$ cat src/rtl/irq_agg_pkg.sv
// Package: shared widths, register offsets and access kinds for the
// interrupt aggregator. Assumes byte addressing with 32-bit aligned registers.
package irq_agg_pkg;

    localparam int REG_W      = 32;
    localparam int ADDR_W     = 8;
    localparam int EP_TX_N    = 16;
    localparam int EP_RX_N    = 15;
    localparam int CORE_EVT_W = 9;
    localparam int CORE_SHIFT = 16;

    localparam logic [ADDR_W-1:0] OFF_CTRL   = 8'h04;
    localparam logic [ADDR_W-1:0] OFF_EP     = 8'h20;
    localparam logic [ADDR_W-1:0] OFF_CORE   = 8'h40;
    localparam logic [ADDR_W-1:0] OFF_EOI    = 8'h60;

    // Offsets inside one group, relative to its base
    localparam int SUB_SRC   = 0;
    localparam int SUB_SET   = 4;
    localparam int SUB_CLR   = 8;
    localparam int SUB_MSK   = 12;
    localparam int SUB_MSET  = 16;
    localparam int SUB_MCLR  = 20;
    localparam int SUB_VIEW  = 24;
    localparam int BANK_SPAN = 28;

    typedef enum logic [2:0] {
        OP_NONE,
        OP_SRC,
        OP_SET,
        OP_CLR,
        OP_MSK,
        OP_MSET,
        OP_MCLR,
        OP_VIEW
    } bank_op_e;

endpackage

$ cat src/rtl/irq_bank.sv
// Module: one register group (pending word, enable word, masked view).
// Decodes its own seven offsets above BASE. Hardware events OR into the
// pending word each cycle, and a soft reset overrides everything.
// Bits outside VALID are never stored. Assumes single-cycle write strobes.
module irq_bank
    import irq_agg_pkg::*;
#(
    parameter int                REG_W_P  = REG_W,
    parameter int                ADDR_W_P = ADDR_W,
    parameter logic [ADDR_W_P-1:0] BASE   = OFF_EP,
    parameter logic [REG_W_P-1:0]  VALID  = '1
) (
    input  logic                clk,
    input  logic                rst_n,
    input  logic                wr_en,
    input  logic [ADDR_W_P-1:0] addr,
    input  logic [REG_W_P-1:0]  wdata,
    input  logic                soft_rst,
    input  logic [REG_W_P-1:0]  hw_evt,
    output logic                rd_hit,
    output logic [REG_W_P-1:0]  rd_data,
    output logic                pending
);

    localparam logic [ADDR_W_P:0] SPAN_END = {1'b0, BASE} + (ADDR_W_P+1)'(BANK_SPAN);

    logic [REG_W_P-1:0]  src_q, msk_q;
    logic [REG_W_P-1:0]  src_d, msk_d;
    logic [ADDR_W_P-1:0] rel;
    logic                in_range;
    bank_op_e            op;

    // Work out which of the group's offsets the address selects
    always_comb begin
        rel      = addr - BASE;
        in_range = ({1'b0, addr} >= {1'b0, BASE}) && ({1'b0, addr} < SPAN_END)
                   && (addr[1:0] == 2'b00);
        op = OP_NONE;
        if (in_range) begin
            case (rel)
                ADDR_W_P'(SUB_SRC):  op = OP_SRC;
                ADDR_W_P'(SUB_SET):  op = OP_SET;
                ADDR_W_P'(SUB_CLR):  op = OP_CLR;
                ADDR_W_P'(SUB_MSK):  op = OP_MSK;
                ADDR_W_P'(SUB_MSET): op = OP_MSET;
                ADDR_W_P'(SUB_MCLR): op = OP_MCLR;
                ADDR_W_P'(SUB_VIEW): op = OP_VIEW;
                default:             op = OP_NONE;
            endcase
        end
    end

    // Next pending word: clear first, then software set and hardware events
    always_comb begin
        src_d = src_q;
        if (wr_en && op == OP_CLR) src_d = src_d & ~wdata;
        if (wr_en && op == OP_SET) src_d = src_d | wdata;
        src_d = (src_d | hw_evt) & VALID;
        if (soft_rst) src_d = '0;
    end

    // Next enable word from the set and clear aliases
    always_comb begin
        msk_d = msk_q;
        if (wr_en && op == OP_MCLR) msk_d = msk_d & ~wdata;
        if (wr_en && op == OP_MSET) msk_d = msk_d | wdata;
        msk_d = msk_d & VALID;
        if (soft_rst) msk_d = '0;
    end

    // Register the pending and enable words
    always_ff @(posedge clk) begin
        if (!rst_n) begin
            src_q <= '0;
            msk_q <= '0;
        end else begin
            src_q <= src_d;
            msk_q <= msk_d;
        end
    end

    // Read mux over the group's offsets
    always_comb begin
        rd_hit  = (op != OP_NONE);
        rd_data = '0;
        case (op)
            OP_SRC, OP_SET, OP_CLR:   rd_data = src_q;
            OP_MSK, OP_MSET, OP_MCLR: rd_data = msk_q;
            OP_VIEW:                  rd_data = src_q & msk_q;
            default:                  rd_data = '0;
        endcase
    end

    assign pending = |(src_q & msk_q);

    // bits written to the set alias are pending afterwards
    a_r4_set_alias: assert property (@(posedge clk) disable iff (!rst_n)
        (wr_en && op == OP_SET && !soft_rst)
        |=> ((src_q & $past(wdata & VALID)) == $past(wdata & VALID)));

    // bits written to the clear alias are gone unless an event re-set them
    a_r5_clear_alias: assert property (@(posedge clk) disable iff (!rst_n)
        (wr_en && op == OP_CLR && !soft_rst)
        |=> ((src_q & $past(wdata & ~hw_evt)) == '0));

    // plain offsets do not accept writes
    a_r8_plain_ignored: assert property (@(posedge clk) disable iff (!rst_n)
        (wr_en && (op == OP_SRC || op == OP_MSK) && hw_evt == '0 && !soft_rst)
        |=> ($stable(src_q) && $stable(msk_q)));

    // an event wins over a simultaneous clear
    a_r9_event_wins: assert property (@(posedge clk) disable iff (!rst_n)
        (!soft_rst)
        |=> ((src_q & $past(hw_evt & VALID)) == $past(hw_evt & VALID)));

    // soft reset empties both words
    a_r13_soft_reset: assert property (@(posedge clk) disable iff (!rst_n)
        soft_rst |=> (src_q == '0 && msk_q == '0));

endmodule

$ cat src/rtl/irq_gate.sv
// Module: one-shot level interrupt with end-of-interrupt re-arm.
// Fires when armed and something is pending, disarms itself on firing,
// and drops the line when nothing is pending. Only an EOI strobe re-arms it.
// Assumes pending is a registered signal.
module irq_gate (
    input  logic clk,
    input  logic rst_n,
    input  logic pending,
    input  logic eoi,
    output logic irq
);

    logic armed_q, fired_q;

    // Arm/fire sequencing: EOI re-arms, firing disarms, idle drops the line
    always_ff @(posedge clk) begin
        if (!rst_n) begin
            armed_q <= 1'b1;
            fired_q <= 1'b0;
        end else if (eoi) begin
            armed_q <= 1'b1;
            fired_q <= 1'b0;
        end else if (armed_q && pending) begin
            armed_q <= 1'b0;
            fired_q <= 1'b1;
        end else if (!pending) begin
            fired_q <= 1'b0;
        end
    end

    assign irq = fired_q;

    // armed and pending fires at the next edge
    a_r10_fire: assert property (@(posedge clk) disable iff (!rst_n)
        (armed_q && pending && !eoi) |=> irq);

    // no rising edge of irq while disarmed and no EOI
    a_r11_no_rearm: assert property (@(posedge clk) disable iff (!rst_n)
        (!armed_q && !eoi) |=> !$rose(irq));

    // EOI forces the line low at the next edge
    a_r11_eoi_drop: assert property (@(posedge clk) disable iff (!rst_n)
        eoi |=> !irq);

endmodule

$ cat src/rtl/irq_aggregator.sv
// Module: top of the interrupt aggregator. Holds the endpoint and core
// register groups, decodes the soft-reset and EOI offsets, merges the read
// data, and feeds the combined pending flag to the one-shot gate.
// Assumes at most one register access per cycle.
module irq_aggregator
    import irq_agg_pkg::*;
#(
    parameter int TX_N   = EP_TX_N,
    parameter int RX_N   = EP_RX_N,
    parameter int CEVT_W = CORE_EVT_W,
    parameter int CSHIFT = CORE_SHIFT
) (
    input  logic              clk,
    input  logic              rst_n,
    input  logic              wr_en,
    input  logic [ADDR_W-1:0] addr,
    input  logic [REG_W-1:0]  wdata,
    output logic [REG_W-1:0]  rdata,
    input  logic [REG_W-1:0]  ep_evt,
    input  logic [CEVT_W-1:0] core_evt,
    output logic              irq
);

    localparam logic [REG_W-1:0] TX_BITS    = (REG_W'(1) << TX_N) - REG_W'(1);
    localparam logic [REG_W-1:0] RX_BITS    = ((REG_W'(1) << RX_N) - REG_W'(1)) << (TX_N + 1);
    localparam logic [REG_W-1:0] EP_VALID   = TX_BITS | RX_BITS;
    localparam logic [REG_W-1:0] CORE_VALID = ((REG_W'(1) << CEVT_W) - REG_W'(1)) << CSHIFT;

    logic             soft_rst, eoi;
    logic [REG_W-1:0] core_vec;
    logic             ep_hit, core_hit, ep_pend, core_pend;
    logic [REG_W-1:0] ep_data, core_data;

    // Decode the control and end-of-interrupt strobes
    always_comb begin
        soft_rst = wr_en && (addr == OFF_CTRL) && wdata[0];
        eoi      = wr_en && (addr == OFF_EOI);
        core_vec = REG_W'(core_evt) << CSHIFT;
    end

    irq_bank #(
        .REG_W_P (REG_W),
        .ADDR_W_P(ADDR_W),
        .BASE    (OFF_EP),
        .VALID   (EP_VALID)
    ) u_ep_bank (
        .clk     (clk),
        .rst_n   (rst_n),
        .wr_en   (wr_en),
        .addr    (addr),
        .wdata   (wdata),
        .soft_rst(soft_rst),
        .hw_evt  (ep_evt),
        .rd_hit  (ep_hit),
        .rd_data (ep_data),
        .pending (ep_pend)
    );

    irq_bank #(
        .REG_W_P (REG_W),
        .ADDR_W_P(ADDR_W),
        .BASE    (OFF_CORE),
        .VALID   (CORE_VALID)
    ) u_core_bank (
        .clk     (clk),
        .rst_n   (rst_n),
        .wr_en   (wr_en),
        .addr    (addr),
        .wdata   (wdata),
        .soft_rst(soft_rst),
        .hw_evt  (core_vec),
        .rd_hit  (core_hit),
        .rd_data (core_data),
        .pending (core_pend)
    );

    irq_gate u_gate (
        .clk    (clk),
        .rst_n  (rst_n),
        .pending(ep_pend || core_pend),
        .eoi    (eoi),
        .irq    (irq)
    );

    // Merge read data from whichever group claims the address
    always_comb begin
        if (ep_hit)        rdata = ep_data;
        else if (core_hit) rdata = core_data;
        else               rdata = '0;
    end

    // the unused endpoint bit never reads back as one
    a_r2_bit16_zero: assert property (@(posedge clk) disable iff (!rst_n)
        (addr == OFF_EP) |-> (rdata[TX_N] == 1'b0));

endmodule

$ cat config.mk
export PLATFORM = sky130hd
export DESIGN_NAME = irq_aggregator
export DESIGN_NICKNAME = d
export VERILOG_FILES = /design/src/rtl/irq_agg_pkg.sv /design/src/rtl/irq_bank.sv /design/src/rtl/irq_gate.sv /design/src/rtl/irq_aggregator.sv
export SDC_FILE = /design/constraint.sdc
export NUM_CORES = 1
export LEC_CHECK = 0
export BUFFER_PORTS_ARGS = -buffer_cell sky130_fd_sc_hd__buf_2
export CORE_ASPECT_RATIO = 1.5
export CORE_MARGIN = 1.5
export CORE_UTILIZATION = 30
export DETAILED_ROUTE_END_ITERATION = 12
export GPL_TIMING_DRIVEN = 0
export HOLD_SLACK_MARGIN = 0.02
export PLACE_DENSITY_LB_ADDON = 0.2
export SLEW_MARGIN = 20
export SYNTH_ARGS = -nofsm -noshare
export SYNTH_HDL_FRONTEND = slang
export SYNTH_SLANG_ARGS = --single-unit
$ cat constraint.sdc
create_clock -name clk -period 1.69 [get_ports clk]
set_input_delay 0 -clock clk [delete_from_list [all_inputs] [get_ports clk]]
set_output_delay 0 -clock clk [all_outputs]
set_load 0.005 [all_outputs]
=== Word level (Yosys, flattened, before mapping) ===
Cells that the tools add are included.

* Bits in registers: 84
* Output and inout port bits: 33

* Bitwise gates (word level): 14
* Order comparisons: 4
* Equal/unequal tests: 29
* Add/sub/neg operators: 2
* Reductions and logical operators: 30
* Muxes and demuxes: 18

{| class="wikitable"
|+ Operators with widths
! operator !! count
|-
| $mux 32 || 6
|-
| $pmux 32 s3 || 2
|-
| $mux 25 || 4
|-
| $and 32x32->32 || 3
|-
| $or 32x32->32 || 3
|-
| $and 25x25->25 || 3
|-
| $or 25x25->25 || 3
|-
| $reduce_or 32->1 || 2
|-
| $eq 8x5->1 const B || 6
|-
| $pmux 3 s7 || 2
|-
| $eq 8x4->1 const B || 4
|-
| $not 32->32 || 1
|-
| $eq 3x3->1 const B || 8
|-
| $eq 8x3->1 const B || 3
|-
| $logic_and 1x1->1 || 16
|-
| $logic_not 8->1 || 2
|-
| $eq 3x2->1 const B || 4
|-
| $reduce_or 3->1 || 4
|-
| $eq 8x7->1 const B || 1
|-
| $ge 8x6->1 const B || 1
|-
| $ge 8x7->1 const B || 1
|-
| $lt 8x6->1 const B || 1
|-
| $lt 8x7->1 const B || 1
|-
| $sub 8x6->8 const B || 1
|-
| 10 further kinds || 15
|}

=== Logic depth before layout (Yosys ltp) ===
* Word-level depth: 10
* Gate-level depth with buffers: 10

=== By module ===
Synthesis repeated with hierarchy kept, for this count alone.

* Cells, all modules: 766
* Area, all modules: 6125.9 µm²

{| class="wikitable"
|+ Modules (own cells, without submodules)
! module !! instances !! sequential area each (µm²) !! area each (µm²) !! cells an instance
|-
| irq_bank at u_ep_bank || 1 || 1241.2 || 3946.3 || 492
|-
| irq_bank at u_core_bank || 1 || 360.3 || 1724.2 || 216
|-
| irq_aggregator || 1 || 0.0 || 385.4 || 52
|-
| irq_gate || 1 || 40.0 || 70.1 || 6
|}

=== Worst setup path before layout ===
Ideal clock, no wire load.

* Kind: in2reg
* Start: input addr[7]
* End: register (tool-made name)
* Setup slack: 65 ps
* Stages on the path: 6
* Arrival: 1508 ps
* Setup time: 117 ps
* Cells stage by stage: or4b_1 -> nor2_1 -> and4_1 -> buf_2 -> nand2_1 -> a32o_1

{| class="wikitable"
|+ RTL lines
! what !! line !! source
|-
| start: declaration || irq_aggregator.sv:16 || <nowiki>input logic [ADDR_W-1:0] addr,</nowiki>
|}

=== Worst setup path in the final report ===
* Start: input addr[6]
* End: output rdata[15]

* Word-level cells in the longest chain between the ends: 9
* Elaborated cells between the ends (all ways): 52
* Those cells by class: 2 x add/sub; 4 x order compare; 26 x eq/ne; 8 x mux; 12 x reduce/logical

{| class="wikitable"
|+ Ends and longest elaborated chain
! what !! line !! source
|-
| $sub 8x7->8 (tied with other cells) || irq_bank.sv:35 || <nowiki>rel = addr - BASE;</nowiki>
|-
| $eq 8x5->1 (tied with other cells) || irq_bank.sv:40 || <nowiki>case (rel)</nowiki>
|-
| $pmux 3 s7 / $logic_and 1x1->1 (equally long branches) || irq_bank.sv:40, irq_bank.sv:37 ||
|-
| $mux 3 || irq_bank.sv:39 || <nowiki>if (in_range) begin</nowiki>
|-
| $eq 3x3->1 (tied with other cells) || irq_bank.sv:86 || <nowiki>case (op)</nowiki>
|-
| $reduce_or 3->1 || irq_bank.sv:86 ||
|-
| $pmux 32 s3 || irq_bank.sv:86 ||
|-
| $mux 32 || irq_aggregator.sv:88 || <nowiki>else if (core_hit) rdata = core_data;</nowiki>
|-
| $mux 32 (*) || irq_aggregator.sv:87 || <nowiki>if (ep_hit) rdata = ep_data;</nowiki>
|-
| end: declaration || irq_aggregator.sv:18 || <nowiki>output logic [REG_W-1:0] rdata,</nowiki>
|}

Every way passes the cells marked *; elsewhere a longest branch is shown, timed or not.

==> results.sh <==
export IMPL_run_status="finished clean"
export IMPL_post_route_min_period_ns=1.64
export IMPL_grt_util_all_layers_pct=24.1
export IMPL_cpPeakStageDelay_ns=0.27
export IMPL_path_class="input port to output port"
export IMPL_syn_num_nets=724
export IMPL_clock_skew_final_ns=0.00942
export IMPL_capturing_element_type_of_the_critical_path="output port"
export IMPL_critical_path_n_buffers_inverters=5
export IMPL_io_pins=117
export IMPL_clkSinkCount=82
export IMPL_max_slew_margin_rel_pct=42.6
export IMPL_powerDensity_nw_per_um2=684
export IMPL_antenna_found_initial=0
export IMPL_drt_drc_violations_left=0
export IMPL_grt_pass1_vias=5539
export IMPL_postSynthRegisterBits=82
export IMPL_min_path_type="input port to flop"
export IMPL_wl_per_cell_um=19.2
export IMPL_worst_skew_pair_latency_ns=0.35
export IMPL_first_drt_pass_iteration_count=5
export IMPL_start_util_pct=30.8
export IMPL_fin_crit_sh_pct=96.8
export IMPL_cp_data_arrival_time_ns=1.64
export IMPL_maxSlewViolCount=0
export IMPL_clock_tree_from_tritoncts="yes"
export IMPL_ir_worst_vdd_mv=0.458
export IMPL_routed_via_density=5.49
export IMPL_layout_area_overhead_vs_synth_pct=50.1
export IMPL_grt_setup_unrepaired="yes"
export IMPL_async_sr_flop_fraction_pct=0
export IMPL_max_freq_mhz=612
export IMPL_synth_top_cells_by_area="sky130_fd_sc_hd__dfxtp_1, sky130_fd_sc_hd__nand2_1, sky130_fd_sc_hd__a21oi_1"
export IMPL_fin_ws_ns=0.0547
export IMPL_timing_critical_path_slowest_stage_cell="sky130_fd_sc_hd__and4_4"
export IMPL_port_buffer_count=107
export IMPL_final_setup_viol_count=0
export IMPL_detail_route_iter0_violations=399
export IMPL_final_common_cell="sky130_fd_sc_hd__nand2_1"
export IMPL_clk_pin_slew_worst_paths_ns=0.06
export IMPL_leakage_uw=0.00301
export IMPL_cell_with_the_most_instances_on_the_worst_path="sky130_fd_sc_hd__nor2_1"
export IMPL_ys_flop_type="sky130_fd_sc_hd__dfxtp_1"
export IMPL_final_hold_viol_count=0
export IMPL_gr_total_overflow=0
export IMPL_critical_path_peak_fanout=7
export IMPL_total_standard_cell_area_after_synthesis_um2=4660
export IMPL_synth_seq_area_share_pct=35.2
export IMPL_num_antenna_cells=0
export IMPL_postLayoutCellArea_um2=7000
export IMPL_post_synth_top_area_cell="sky130_fd_sc_hd__dfxtp_1"
export IMPL_drive_above_1_share_pct=25.6
export IMPL_cp_cell_sequence="buf_6 > inv_4 > ha_4 > and2_4 > and4_4 > and2b_4 > buf_12 > clkbuf_16 > nor2_1 > nor2_1 > buf_2"
export IMPL_dpl_instance_area_um2=5450
export IMPL_drv_max_cap_violation_count=0
export IMPL_worst_path_dominant_cell_family="simple AND/OR/NAND/NOR gates"
export IMPL_avgSynthCellArea_um2=7.29
export IMPL_nNetsFinal=930
export IMPL_grt_pass1_wl_um=30300
export IMPL_worst_endpoint_required_ns=1.69
export IMPL_final_antenna_net_count=0
export IMPL_wl_um=20100
export IMPL_synth_top_area_share_pct=35.2
export IMPL_detailedPlacementHpwl_um=14400
export IMPL_synthesis_yosys_warnings=0
export IMPL_core_area_um2=15100
export IMPL_max_clock_path_buffers=2
export IMPL_die_outline_height_um=156
export IMPL_h_tree_depth=3
export IMPL_critPathLaunchType="input port"
export IMPL_routabilityCongestion=0.896
export IMPL_clock_tree_root="sky130_fd_sc_hd__clkbuf_16"
export IMPL_total_power_uw=4790
export IMPL_die_area_um2=16300
export IMPL_ys_types=51
export IMPL_dp_worst_setup_slack_ns=-0.648
export IMPL_num_rows=55
export IMPL_synth_cells=639
export IMPL_cts_made_buffers=9
export IMPL_transition_time_at_the_pin_with_the_least_slew_margin_ns=0.854
export IMPL_detailroute_via_count=5762
export IMPL_synth_enable_flop_cells=0
export IMPL_die_width_um=105
export IMPL_top_library_cells_by_usage_in_the_layout_fill_and_taps_aside="sky130_fd_sc_hd__nand2_1, sky130_fd_sc_hd__buf_2, sky130_fd_sc_hd__a21oi_1"
export IMPL_largest_net_degree_at_the_start_of_global_routing=15
## worst paths after layout
path	depth (start not counted)	startpoint	slack [ns]	endpoint
max	11	addr[6]	0.05	rdata[15]
min	3	wdata[22]	0.03	u_ep_bank.src_q[22]
max reg2reg	6	u_ep_bank.src_q[12]	0.09	u_gate.irq
min reg2reg	2	u_gate.armed_q	0.47	u_gate.armed_q
## worst reg2reg max path: stages, from the launching register on
cell and delay (ns):
sky130_fd_sc_hd__dfxtp_1 0.36, sky130_fd_sc_hd__a22oi_1 0.27, sky130_fd_sc_hd__nand4_1 0.16, sky130_fd_sc_hd__nor4_2 0.29, sky130_fd_sc_hd__nand4_1 0.12, sky130_fd_sc_hd__buf_4 0.18
sky130_fd_sc_hd__o211a_1 0.12
## layout make-up
type	count	area [um^2]
Inverter	5	28.8
Multi-Input combinational cell	500	2940
Sequential cell	82	1640
Tap cell	199	249
Timing Repair Buffer	199	1560
Fill cell	1559	8140
Buffer	48	285
Clock inverter	6	67.6
Clock buffer	10	229
## stage by stage
stage | setup TNS [ns] | util [%] | instances | hold slack (ns)
after global placement | -52.08 | 36.0 | 945 | 0.238
final | 0 | 46.2 | 1049 | 0.0341
after CTS | -0.0679 | 44.9 | 1042 | 0.0359
after global routing | -0.218 | 46.2 | 1049 | 0.0585
after detailed placement | -56.60 | 36.0 | 945 | 0.250
after floorplan | 0 | - | 639 | 0.109
## routing by layer
| layer | track usage [%] | share of wire (%) | vias up |
|---|---|---|---|
| li1 | - | - | 2707 |
| met1 | 26.1 | 38 | 2760 |
| met2 | 43.8 | 51 | 240 |
| met3 | 4.72 | 5.4 | 55 |
| met4 | 13.2 | 5.0 | 0 |
| met5 | 0 | 0 | - |
## cells in the mapped netlist, types with 4 or more instances
cell type and number:
sky130_fd_sc_hd__nand2_1 123, sky130_fd_sc_hd__a21oi_1 90, sky130_fd_sc_hd__dfxtp_1 82, sky130_fd_sc_hd__nor2_1 56
sky130_fd_sc_hd__o21ai_0 47, sky130_fd_sc_hd__a22oi_1 40, sky130_fd_sc_hd__a21o_1 34, sky130_fd_sc_hd__or3_1 31
sky130_fd_sc_hd__clkbuf_1 28, sky130_fd_sc_hd__buf_2 19, sky130_fd_sc_hd__a32o_1 9, sky130_fd_sc_hd__nand4_1 6
sky130_fd_sc_hd__a211oi_1 5, sky130_fd_sc_hd__inv_1 5, sky130_fd_sc_hd__buf_4 4, sky130_fd_sc_hd__nand2b_1 4
sky130_fd_sc_hd__nand3_1 4, sky130_fd_sc_hd__o21ai_1 4, sky130_fd_sc_hd__o22ai_1 4
## power by group
group          leakage (uW)  internal [uW]  switching (uW)
Sequential         0.000674           2000            98.9
Combinational       0.00220            333             332
Clock              0.000139           1150             869
Total               0.00301           3490            1300
## cells by family (layout without fill, tap and decap cells)
logic type                 count (synthesis)  after routing  synth area share [%]
and+or+nand+nor                          250            250                  25.1
AOI/OAI and AO/OA                        246            246                  33.4
DFF                                       82             82                  35.2
buffers and inverters                     57            268                  5.42
xor gates and xnor gates                   2              2                 0.376
adders and majority gates                  1              1                 0.268
muxes                                      1              1                 0.215
## timing repair
| action | CTS | global route |
|---|---|---|
| gates cloned | 2 | 1 |
| hold buffers | 72 | 0 |
| pin swaps | 18 | 18 |
| buffers inserted | 10 | 7 |
| gates resized for setup | 58 | 45 |
| hold endpoints to repair | 74 | 0 |
| endpoints found under the setup margin | 101 | 99 |
(Power assumes the default switching activity.)
